File: config.mk
export PLATFORM = sky130hd
export DESIGN_NAME = pagedIoBank
export DESIGN_NICKNAME = d
export VERILOG_FILES = /design/src/rtl/pioPkg.sv /design/src/rtl/pioControl.sv /design/src/rtl/pioDatapath.sv /design/src/rtl/pagedIoBank.sv
export SDC_FILE = /design/constraint.sdc
export NUM_CORES = 1
export LEC_CHECK = 0
export ABC_AREA = 1
export BUFFER_PORTS_ARGS = -buffer_cell sky130_fd_sc_hd__buf_2
export CELL_PAD_IN_SITES_DETAIL_PLACEMENT = 1
export CELL_PAD_IN_SITES_GLOBAL_PLACEMENT = 1
export CORE_ASPECT_RATIO = 1.5
export CORE_MARGIN = 2
export CORE_UTILIZATION = 48
export CTS_CLUSTER_DIAMETER = 100
export DETAILED_ROUTE_END_ITERATION = 6
export PLACE_DENSITY_LB_ADDON = 0.2
export RECOVER_POWER = 25
export SYNTH_ARGS = -nofsm -noshare
export SYNTH_HDL_FRONTEND = slang
export SYNTH_SLANG_ARGS = --single-unit
export TNS_END_PERCENT = 5
File: constraint.sdc
create_clock -name clk -period 5.3 [get_ports clk]
set_input_delay 1.06 -clock clk [delete_from_list [all_inputs] [get_ports clk]]
set_output_delay 1.06 -clock clk [all_outputs]
set_load 0.05 [all_outputs]
File: src/rtl/pioPkg.sv
package pioPkg;
  localparam int NUM_PORTS     = 6;
  localparam int PORT_W        = 8;
  localparam int NUM_IRQ_PORTS = 3;
  localparam int ADDR_W        = 4;
  localparam int PAGE_W        = 2;
  localparam int PIN_W         = NUM_PORTS * PORT_W;
  localparam int IRQ_PIN_W     = NUM_IRQ_PORTS * PORT_W;
  localparam int IDX_W         = $clog2(NUM_PORTS);
  localparam int PEND_OFS      = NUM_PORTS;
  localparam int PGLK_OFS      = NUM_PORTS + 1;
  localparam int PAGED_OFS     = NUM_PORTS + 2;

  typedef struct packed {
    logic [NUM_PORTS-1:0]     portWr;
    logic                     cfgWr;
    logic [NUM_IRQ_PORTS-1:0] polWr;
    logic [NUM_IRQ_PORTS-1:0] enWr;
    logic [NUM_IRQ_PORTS-1:0] idWr;
  } ctlStrobe_t;

  typedef enum logic [3:0] {
    RS_NONE, RS_PORT, RS_PEND, RS_PGLK, RS_CFG,
    RS_REVLO, RS_REVHI, RS_POL, RS_EN, RS_ID
  } readSel_e;
endpackage

File: src/rtl/pioControl.sv
module pioControl
  import pioPkg::*;
(
  input  logic                 clk,
  input  logic                 rstN,
  input  logic                 wrEn,
  input  logic [ADDR_W-1:0]    addr,
  input  logic [PORT_W-1:0]    wrData,
  output ctlStrobe_t           strobe,
  output readSel_e             readSel,
  output logic [IDX_W-1:0]     readIdx,
  output logic [PORT_W-1:0]    pageLock
);
  localparam logic [ADDR_W-1:0] A_PEND  = ADDR_W'(PEND_OFS);
  localparam logic [ADDR_W-1:0] A_PGLK  = ADDR_W'(PGLK_OFS);
  localparam logic [ADDR_W-1:0] A_PAGED = ADDR_W'(PAGED_OFS);
  localparam logic [ADDR_W-1:0] A_PORTS = ADDR_W'(NUM_PORTS);
  localparam logic [ADDR_W-1:0] A_END   = ADDR_W'(PAGED_OFS + NUM_IRQ_PORTS);

  logic [PAGE_W-1:0]    pageQ;
  logic [NUM_PORTS-1:0] lockQ;
  logic [1:0]           pagedIdx;

  always_ff @(posedge clk or negedge rstN) begin
    if (!rstN) begin
      pageQ <= '0;
      lockQ <= '0;
    end else if (wrEn && addr == A_PGLK) begin
      pageQ <= wrData[PORT_W-1 -: PAGE_W];
      lockQ <= wrData[NUM_PORTS-1:0];
    end
  end

  assign pageLock = {pageQ, lockQ};
  assign pagedIdx = 2'(addr - A_PAGED);

  always_comb begin
    strobe  = '0;
    readSel = RS_NONE;
    readIdx = '0;
    if (addr < A_PORTS) begin
      readSel = RS_PORT;
      readIdx = IDX_W'(addr);
      if (wrEn && !lockQ[IDX_W'(addr)]) strobe.portWr[IDX_W'(addr)] = 1'b1;
    end else if (addr == A_PEND) begin
      readSel = RS_PEND;
    end else if (addr == A_PGLK) begin
      readSel = RS_PGLK;
    end else if (addr < A_END) begin
      readIdx = IDX_W'(pagedIdx);
      case (pageQ)
        2'd0: begin
          case (pagedIdx)
            2'd0:    readSel = RS_CFG;
            2'd1:    readSel = RS_REVLO;
            default: readSel = RS_REVHI;
          endcase
          strobe.cfgWr = wrEn && pagedIdx == 2'd0;
        end
        2'd1: begin
          readSel = RS_POL;
          strobe.polWr[pagedIdx] = wrEn;
        end
        2'd2: begin
          readSel = RS_EN;
          strobe.enWr[pagedIdx] = wrEn;
        end
        default: begin
          readSel = RS_ID;
          strobe.idWr[pagedIdx] = wrEn;
        end
      endcase
    end
  end

  // a write to the page/lock register sets the page on the next edge
  p_page_write_r4: assert property (@(posedge clk) disable iff (!rstN)
    (wrEn && addr == A_PGLK) |=> (pageQ == $past(wrData[PORT_W-1 -: PAGE_W])));
endmodule

File: src/rtl/pioDatapath.sv
module pioDatapath
  import pioPkg::*;
#(
  parameter logic [PORT_W-1:0] REV_LO = 8'h1A,
  parameter logic [PORT_W-1:0] REV_HI = 8'h02
) (
  input  logic                 clk,
  input  logic                 rstN,
  input  ctlStrobe_t           strobe,
  input  readSel_e             readSel,
  input  logic [IDX_W-1:0]     readIdx,
  input  logic [PORT_W-1:0]    pageLock,
  input  logic [PORT_W-1:0]    wrData,
  input  logic [PIN_W-1:0]     pinIn,
  output logic [PIN_W-1:0]     pinDriveLow,
  output logic [PORT_W-1:0]    rdData,
  output logic                 irqOut
);
  logic [PIN_W-1:0]         driveQ;
  logic [PIN_W-1:0]         meta1Q;
  logic [PIN_W-1:0]         syncQ;
  logic [IRQ_PIN_W-1:0]     prevQ;
  logic [PORT_W-1:0]        cfgQ;
  logic [PORT_W-1:0]        polQ  [NUM_IRQ_PORTS];
  logic [PORT_W-1:0]        enQ   [NUM_IRQ_PORTS];
  logic [PORT_W-1:0]        idQ   [NUM_IRQ_PORTS];
  logic [PORT_W-1:0]        hit   [NUM_IRQ_PORTS];
  logic [NUM_IRQ_PORTS-1:0] anyPend;

  genvar gp;
  generate
    for (gp = 0; gp < NUM_PORTS; gp++) begin : g_port
      always_ff @(posedge clk or negedge rstN) begin
        if (!rstN) driveQ[gp*PORT_W +: PORT_W] <= '0;
        else if (strobe.portWr[gp]) driveQ[gp*PORT_W +: PORT_W] <= wrData;
      end
    end
  endgenerate

  assign pinDriveLow = driveQ;

  always_ff @(posedge clk or negedge rstN) begin
    if (!rstN) begin
      meta1Q <= '0;
      syncQ  <= '0;
      prevQ  <= '0;
      cfgQ   <= '0;
    end else begin
      meta1Q <= pinIn;
      syncQ  <= meta1Q;
      prevQ  <= syncQ[IRQ_PIN_W-1:0];
      if (strobe.cfgWr) cfgQ <= wrData;
    end
  end

  genvar gi;
  generate
    for (gi = 0; gi < NUM_IRQ_PORTS; gi++) begin : g_irq
      logic [PORT_W-1:0] curLvl, oldLvl;
      assign curLvl = syncQ[gi*PORT_W +: PORT_W];
      assign oldLvl = prevQ[gi*PORT_W +: PORT_W];
      assign hit[gi] = enQ[gi] & ((polQ[gi] & curLvl & ~oldLvl) |
                                  (~polQ[gi] & ~curLvl & oldLvl));
      assign anyPend[gi] = |idQ[gi];

      always_ff @(posedge clk or negedge rstN) begin
        if (!rstN) begin
          polQ[gi] <= '0;
          enQ[gi]  <= '0;
          idQ[gi]  <= '0;
        end else begin
          if (strobe.polWr[gi]) polQ[gi] <= wrData;
          if (strobe.enWr[gi])  enQ[gi]  <= wrData;
          idQ[gi] <= (strobe.idWr[gi] ? (idQ[gi] & wrData) : idQ[gi]) | hit[gi];
        end
      end

      // a flag bit may only rise where the enable bit was set
      p_flag_needs_enable_r7: assert property (@(posedge clk) disable iff (!rstN)
        ((idQ[gi] & ~$past(idQ[gi]) & ~$past(enQ[gi])) == '0));

      // a qualifying edge survives a same-cycle clear
      p_edge_beats_clear_r8: assert property (@(posedge clk) disable iff (!rstN)
        (hit[gi] != '0) |=> ((idQ[gi] & $past(hit[gi])) == $past(hit[gi])));
    end
  endgenerate

  assign irqOut = cfgQ[0] & (|anyPend);

  always_comb begin
    rdData = '0;
    case (readSel)
      RS_PORT:  rdData = ~syncQ[{readIdx, 3'b000} +: PORT_W];
      RS_PEND:  rdData = PORT_W'(anyPend);
      RS_PGLK:  rdData = pageLock;
      RS_CFG:   rdData = cfgQ;
      RS_REVLO: rdData = REV_LO;
      RS_REVHI: rdData = REV_HI;
      RS_POL:   rdData = polQ[readIdx[1:0]];
      RS_EN:    rdData = enQ[readIdx[1:0]];
      RS_ID:    rdData = idQ[readIdx[1:0]];
      default:  rdData = '0;
    endcase
  end
endmodule

File: src/rtl/pagedIoBank.sv
module pagedIoBank
  import pioPkg::*;
#(
  parameter logic [7:0] REV_LO = 8'h1A,
  parameter logic [7:0] REV_HI = 8'h02
) (
  input  logic        clk,
  input  logic        rstN,
  input  logic        wrEn,
  input  logic [3:0]  addr,
  input  logic [7:0]  wrData,
  output logic [7:0]  rdData,
  input  logic [47:0] pinIn,
  output logic [47:0] pinDriveLow,
  output logic        irqOut
);
  ctlStrobe_t       strobe;
  readSel_e         readSel;
  logic [IDX_W-1:0] readIdx;
  logic [7:0]       pageLock;

  pioControl u_ctl (
    .clk(clk), .rstN(rstN), .wrEn(wrEn), .addr(addr), .wrData(wrData),
    .strobe(strobe), .readSel(readSel), .readIdx(readIdx), .pageLock(pageLock)
  );

  pioDatapath #(.REV_LO(REV_LO), .REV_HI(REV_HI)) u_dp (
    .clk(clk), .rstN(rstN), .strobe(strobe), .readSel(readSel),
    .readIdx(readIdx), .pageLock(pageLock), .wrData(wrData), .pinIn(pinIn),
    .pinDriveLow(pinDriveLow), .rdData(rdData), .irqOut(irqOut)
  );

  // a write to a locked port leaves the line drive unchanged
  p_locked_write_r3: assert property (@(posedge clk) disable iff (!rstN)
    (wrEn && addr < 4'd6 && pageLock[addr[2:0]]) |=> $stable(pinDriveLow));

  // the pending summary never reports above port 2
  p_pend_upper_zero_r9: assert property (@(posedge clk) disable iff (!rstN)
    (addr == 4'd6) |-> (rdData[7:3] == 5'd0));
endmodule

* Yosys cells after proc, flatten, opt, wreduce, memory -nomap -nowiden
Index checks and enable logic that the tools add are counted.
** Word-level totals
- Register bits after elaboration :: 256
- Input bits :: 63
** Cells by class
- $add $sub $neg :: 1
- $lt $le $gt $ge :: 7
- Eq/ne operators :: 14
- Shifts and indexed selects :: 1
- Mux-type cells :: 39
- Bitwise operators :: 37
- Reductions and logical operators :: 13
** Operators with widths (number)
- $and A8 B8 Y8 :: 18
- $not A8 Y8 :: 10
- $mux W8 :: 9
- $pmux W8 S9 :: 1
- $bmux W8 S2 :: 3
- $or A8 B8 Y8 :: 6
- $shiftx A48 B7 Y8 :: 1
- $mux W10 :: 4
- $eq A4 B3 Y1 const B :: 6
- $reduce_or A24 Y1 :: 1
- $reduce_or A8 Y1 :: 3
- $mux W3 :: 6
- $mux W4 :: 4
- $mux W6 :: 2
- $pmux W4 S3 :: 1
- $eq A4 B2 Y1 const B :: 2
- $eq A4 B4 Y1 const B :: 2
- $logic_and A1 B1 Y1 :: 5
- $eq A2 B1 Y1 const B :: 2
- $eq A4 B1 Y1 const B :: 1
- $logic_not A2 Y1 :: 2
- $lt A3 B4 Y1 const B :: 1
- $lt A4 B3 Y1 const B :: 1
- $lt A4 B4 Y1 const B :: 1
- other kinds (17) :: 20

* Depth between registers and ports, before layout
Gate-level depths: netlist of the first run.
- Depth after elaboration :: 13
- Gate-level depth with buffers :: 14
- Mapped depth without buffers :: 12

* Modules after synthesis
Synthesis of the first run repeated with hierarchy kept, for this count alone.
** Unflattened totals
- Cells, all modules :: 1079
- Area total of the unflattened synthesis :: 10515.1 um2
** By module, submodules not included
- pioDatapath :: instances 1, cells each 963, area an instance 9843.2 um2
- pioControl :: instances 1, cells each 116, area an instance 671.9 um2

* Worst setup path before layout of the first run
Ideal clock, no wire load.
- Kind :: input -> output
- Start :: input port addr[2]
- End :: output port rdData[7]
- Arrival :: 2.549 ns
- Required time :: 4.240 ns
- Slack :: 1.691 ns
- Stages on the path :: 11
- Buffers on the path :: 3
- Path through :: buf_4 nor2_4 nand2_2 nand2_2 buf_6 buf_4 nand2_1 nand3_1 a21oi_1 nor2_1 nand3_1
** Between the ends
- Cells in the longest elaborated chain, start to end :: 10
- Elaborated cells on any way between the ends :: 34
- Classes of those cells :: 2 x order compare; 11 x eq/ne; 1 x shift; 18 x mux; 2 x bitwise
** Ends and longest elaborated chain
- start, declared :: RTL line pagedIoBank.sv:10 : input logic [3:0] addr,
- parallel branches: the longest is 9 deep, another holds $lt A4 B4 Y1
- $pmux W8 S9 * :: RTL line pioDatapath.sv:92 : case (readSel)
- end, declared :: RTL line pagedIoBank.sv:12 : output logic [7:0] rdData,
Every way passes the cells marked *. The select of a mux whose other input is x is not followed.

* Worst setup path after layout of the first run
- Start :: input port addr[2]
- End :: output port rdData[3]
The elaborated chain is that of the path after synthesis.

==> results of run 1 <==
through the flow:
| stage | cells | power [mW] | instance area (µm²) | hold slack [ns] |
|---|---|---|---|---|
| floorplan | 1112 | 2.96 | 10400 | 0.331 |
| global placement | 1465 | 3.25 | 11200 | 0.332 |
| detailed placement | 1465 | 3.28 | 11200 | 0.336 |
| CTS | 1511 | 5.28 | 12100 | 0.349 |
| global route | 1511 | 5.47 | 12100 | 0.354 |
| finish | 1511 | 5.26 | 12100 | 0.344 |
worst max-delay path by stage:
stage | to | slack, ns | cells past startpoint | from
final | rdData[3] | 1.0 | 11 | addr[2]
after global routing | rdData[3] | 0.88 | 11 | addr[1]
after CTS | rdData[1] | 1.06 | 13 | addr[2]
after detailed placement | rdData[1] | 1.07 | 13 | addr[2]
after global placement | rdData[1] | 1.09 | 13 | addr[2]
after floorplan | rdData[7] | 1.69 | 11 | addr[2]
sequential cells by signal (all words and copies together) (netlist names):
register	count
u_dp.polQ	24
u_dp.idQ	24
u_dp.pinDriveLow	48
u_dp.prevQ	24
u_dp.syncQ	48
u_ctl.pageQ	2
u_dp.enQ	24
u_ctl.lockQ	6
u_dp.cfgQ	8
u_dp.meta1Q	48
routing by layer:
layer	share of wire (%)	GRT usage [%]	wire, µm	vias to the layer above
met5	0	0	0	-
met4	4.3	12.0	1390	0
met3	4.7	3.35	1530	88
met2	52	52.1	16800	289
met1	39	36.6	12700	4311
li1	-	-	-	3862
where the power goes:
group	internal, mW	switching (mW)
clock	1.22	0.779
sequential	2.18	0.163
combinational	0.232	0.691
total	3.63	1.63
worst reg2reg max path: stages (launching register included):
cell	delay (ns)
dfrtp_1	0.47
inv_1	0.14
nor3_2	0.28
nand3_1	0.61
o21ai_0	0.45
cell families (layout without fill, tap and decap cells):
logic type	after synthesis	after routing
DFF	256	256
and+or+nand+nor	481	481
buffers and inverters	137	268
AOI/OAI and AO/OA	238	238
cells in the mapped netlist:
| cell type | n |
|---|---|
| o211ai_1 | 5 |
| nand2_1 | 302 |
| o21a_1 | 19 |
| inv_2 | 7 |
| nand3_1 | 64 |
| nand3_2 | 5 |
| o21ai_1 | 21 |
| nand3b_1 | 12 |
| buf_6 | 2 |
| dfrtp_1 | 256 |
| a21oi_1 | 47 |
| nor2_4 | 5 |
| nor3_1 | 3 |
| clkbuf_1 | 22 |
| buf_2 | 12 |
| nor2_2 | 4 |
| nor2_1 | 53 |
| nand4_1 | 22 |
| and2_1 | 1 |
| clkinv_1 | 2 |
| o31ai_1 | 17 |
| o21bai_1 | 4 |
| nor3_2 | 1 |
| buf_4 | 4 |
| buf_1 | 2 |
| o21ai_0 | 125 |
| nand2_2 | 9 |
| inv_1 | 86 |
layout make-up:
class,instances,area (µm²)
Clock inverter,14,234
Multi-Input combinational cell,719,3400
Timing Repair Buffer,127,678
Sequential cell,256,6410
Inverter,95,357
Clock buffer,32,692
Tap cell,268,335
Fill cell,2469,9040
==> impl_metrics.ini, run 1 <==
[routing]
ant_nets = 0
drt-initial-drc-count = 511
drtPass1Iterations = 7
via_per_inst = 5.66
wirelength_mm = 32.5
drc = 0
routedWlPerCell_um = 21.5
via_count = 8550

[global_routing]
grt_max_degree = 127
grt_pass1_vias = 9137
gr-total-overflow = 0
grt_pass1_wl_mm = 50.5
grt_usage_pct = 29.6
antenna_found_initial = 0

[layout]
drive_gt1_share_pct = 16.0
fin_util_pct = 57.2
antennaDiodeCount = 0
final_cell_mix = nand2_1 (302), dfrtp_1 (256), o21ai_0 (125)
final_common_cell = nand2_1
nets = 1287
area_delta_synth_final_pct = 16.7

[synth]
synth_top_family_by_area = simple AND/OR/NAND/NOR gates
syn_area_um2 = 10400
synth_compound_area_share_pct = 12.6
synth.top_cell.area_share_pct = 61.8
ys_warn_count = 0
synth_top_cell_by_area = dfrtp_1
synthSimpleGateAreaFrac_pct = 20.2
synth_cell_types = 28
synth.mux.area_fraction_pct = 0
synthCells = 1112
synth-xor-area-share_pct = 0
ys_top_cells_by_area = dfrtp_1 (62%), nand2_1 (11%), o21ai_0 (6.0%)
avgSynthCellArea_um2 = 9.32
ys_seq_area_share_pct = 61.8
synth_fa_ha_area_share_pct = 0
ys_ff_latch = 256
synth_nets = 1175

[timing]
tightest_slew_ns = 3.07
setup_viol = 0
period_share_pct = 81.2
fin_skew_ns = 0.0198
setup_ws_ns = 0.998
relSlewSlack_pct = -105
hold_viol = 0
fmax_ghz = 0.232
period_needed_ns = 4.30
setup_tns_ns = 0
rsz0062_at_grt = false
slew_violations = 126

[status]
status = complete, but fails checks
violations = max-capacitance violations, max-slew violations

[clocking]
cts_setup_buffers = 0
cts_resized = 0
clk_latency_ns = 0.54
cts_tree = built
cts_buffer_depth = 3
root_buffer = clkbuf_16
clkTransAtPathRegs_ns = 0.07
holdBufCountCts = 0
clkSinkCount = 256
htreeDepth = 1
cts_buffers = 25

[critical_path]
crit-reg2reg-launch = u_ctl.pageQ[1]
path_buf_inv = 4
crit_slowest_cell = nand3_1
r2r_cells = 4
cp_top_family = simple AND/OR/NAND/NOR gates
critPathKind = input port to output pin
worst_ep_arrival_time_ns = 3.24
r2r_slack_ns = 3.24
max_stage_delay_ns = 0.49
path_common_cell = nand2_1
crit_path_max_fanout = 9
setup.worst_path.end_class = output pin
worst_setup_path_start_kind = input port
cp.required_ns = 4.24
r2r_end = u_dp.enQ[12]
crit_chain = buf_2, inv_2, nand3_2, nor2_2, nand3_1, inv_1, nand2_1, nand2_1, nor2_1, nand2_1, buf_2

[floorplanning]
dieArea_um2 = 22800
die_y_um = 184
ios = 120
initial_core_util_pct = 49.0
dieWidth_um = 124
coreArea_um2 = 21100
fp-row-count = 65

[placed_design]
hpwl_mm = 22.3
globalplace.congestion = 0.891
port_buffers = 119
pre_cts_slack_ns = 1.07

[power]
p_leak_nw = 5.88
power_density_nw_per_um2 = 434
ir_worst_vdd_uv = 390

[min_path]
hold_depth = 0
min-delay-path-class = register to register
hold_end = u_dp.syncQ[40]
hp-start = u_dp.meta1Q[40]

[job]
cap_violations = 1
(Power assumes the default switching activity.)
==> run 2: changes to the inputs <==
--- a/config.mk
+++ b/config.mk
@@ -11,7 +11,7 @@
 export CELL_PAD_IN_SITES_GLOBAL_PLACEMENT = 1
 export CORE_ASPECT_RATIO = 1.5
 export CORE_MARGIN = 2
-export CORE_UTILIZATION = 48
+export CORE_UTILIZATION = 40
 export CTS_CLUSTER_DIAMETER = 100
 export DETAILED_ROUTE_END_ITERATION = 6
 export PLACE_DENSITY_LB_ADDON = 0.2
==> constraint.sdc (replaced) <==
create_clock -name clk -period 3.9 [get_ports clk]
set_input_delay 0.78 -clock clk [delete_from_list [all_inputs] [get_ports clk]]
set_output_delay 0.78 -clock clk [all_outputs]
set_load 0.05 [all_outputs]
==> impl_metrics.ini, run 2 (synthesized netlist as in run 1, its figures left out) <==
[layout]
nets = 1293
final_cell_mix = nand2_1 (302), dfrtp_1 (256), o21ai_0 (125)
antennaDiodeCount = 0
drive_gt1_share_pct = 16.6
fin_util_pct = 47.8
nFillCells = 3010
fin_cells = 1583
final_common_cell = nand2_1
area_delta_synth_final_pct = 18.3

[timing]
hold_viol = 0
setup_tns_ns = 0
fin_skew_ns = 0.0213
slew_violations = 0
tightest_slew_ns = 1.43
period_share_pct = 92.3
setup_viol = 0
relSlewSlack_pct = 4.51
setup_ws_ns = 0.300
fmax_ghz = 0.278
rsz0062_at_grt = false
period_needed_ns = 3.60

[critical_path]
worst_ep_arrival_time_ns = 2.82
r2r_slack_ns = 1.87
critPathKind = input port to output pin
crit-reg2reg-launch = u_ctl.lockQ[2]
r2r_cells = 8
cp.required_ns = 3.12
setup.worst_path.end_class = output pin
crit_path_max_fanout = 68
worst_setup_path_start_kind = input port
r2r_end = u_dp.pinDriveLow[14]

[global_routing]
grt_max_degree = 90
grt_pass1_wl_mm = 51.1
antenna_found_initial = 0
gr-total-overflow = 0
grt_pass1_vias = 8887
grt_usage_pct = 25.0

[power]
power_density_nw_per_um2 = 585
p_leak_nw = 5.92
finalPower_mw = 7.18
ir_worst_vdd_uv = 344

[routing]
ant_nets = 0
via_per_inst = 5.28
drtPass1Iterations = 5
wl_met1_mm = 12.7
drc = 0
top_layer = met4
met2_wirelength_mm = 17.0
wirelength_mm = 33.1
drt-initial-drc-count = 496
met3WireLength_mm = 1.32
via_count = 8366
routedWlPerCell_um = 20.9

[clocking]
cts_resized = 0
clkTransAtPathRegs_ns = 0.06
clk_latency_ns = 0.55
cts_buffer_depth = 3
cts_tree = built
cts_buffers = 26
clkSinkCount = 256
root_buffer = clkbuf_16
holdBufCountCts = 0
cts_setup_buffers = 0
htreeDepth = 1

[placed_design]
pre_cts_slack_ns = 0.316
place_inst = 1535
port_buffers = 119
globalplace.congestion = 0.903
hpwl_mm = 23.4

[floorplanning]
fp-row-count = 72
coreArea_um2 = 25700
initial_core_util_pct = 40.4
dieArea_um2 = 27300
die_y_um = 201
ios = 120
dieWidth_um = 135

[min_path]
hold_depth = 1
min-delay-path-class = input port to register
hp-start = pinIn[9]
hold_end = u_dp.meta1Q[9]

[status]
status = finished clean

[job]
cap_violations = 0
==> run 2: critical path, stage by stage <==
cell	delay, ns
buf_2	0.18
nor2_4	0.32
nand2_2	0.11
nand2_2	0.10
buf_12	0.29
nand2_1	0.09
nand3_1	0.16
nand2_1	0.15
a21oi_1	0.20
nor2_1	0.06
nand2_1	0.09
buf_2	0.27
==> run 2: final cells by class <==
cell class                      count  area, µm²  share of cell area (%)
Sequential cell                   256       6410                    52.2
Multi-Input combinational cell    719       3400                    27.8
Tap cell                          333        417                    3.40
Inverter                           95        357                    2.91
Timing Repair Buffer              132        741                    6.04
Clock inverter                     17        228                    1.86
Clock buffer                       31        711                    5.80
==> run 2: through the flow <==
step | cell area, µm² | hold slack [ns]
after CTS | 12300 | 0.0477
after floorplan | 10400 | 0.331
after global routing | 12300 | 0.319
after detailed placement | 11300 | 0.336
after global placement | 11300 | 0.334
final | 12300 | 0.333
==> run 2: layer usage <==
metal	vias to the layer above	global-route usage (%)
met5	-	0
met4	0	14.4
met3	87	2.65
met2	237	43.8
met1	4168	29.5
li1	3874	-
==> run 2: power by group <==
group	switching (mW)	leakage (nW)	total, mW	internal [mW]
logic	0.947	2.39	1.27	0.321
registers	0.220	3.07	3.18	2.96
clock network	1.09	0.453	2.73	1.64
==> run 2: how the worst max path moves through the flow <==
stage / slack, ns / endpoint / start / cells after the start
2_1_floorplan: 0.85 / rdData[7] / addr[2] / 11
3_3_place_gp: 0.34 / rdData[3] / addr[2] / 12
3_5_place_dp: 0.32 / rdData[1] / addr[2] / 12
4_1_cts: 0.31 / rdData[1] / addr[2] / 12
5_1_grt: 0.14 / rdData[1] / addr[1] / 12
6_report: 0.30 / rdData[1] / addr[2] / 12
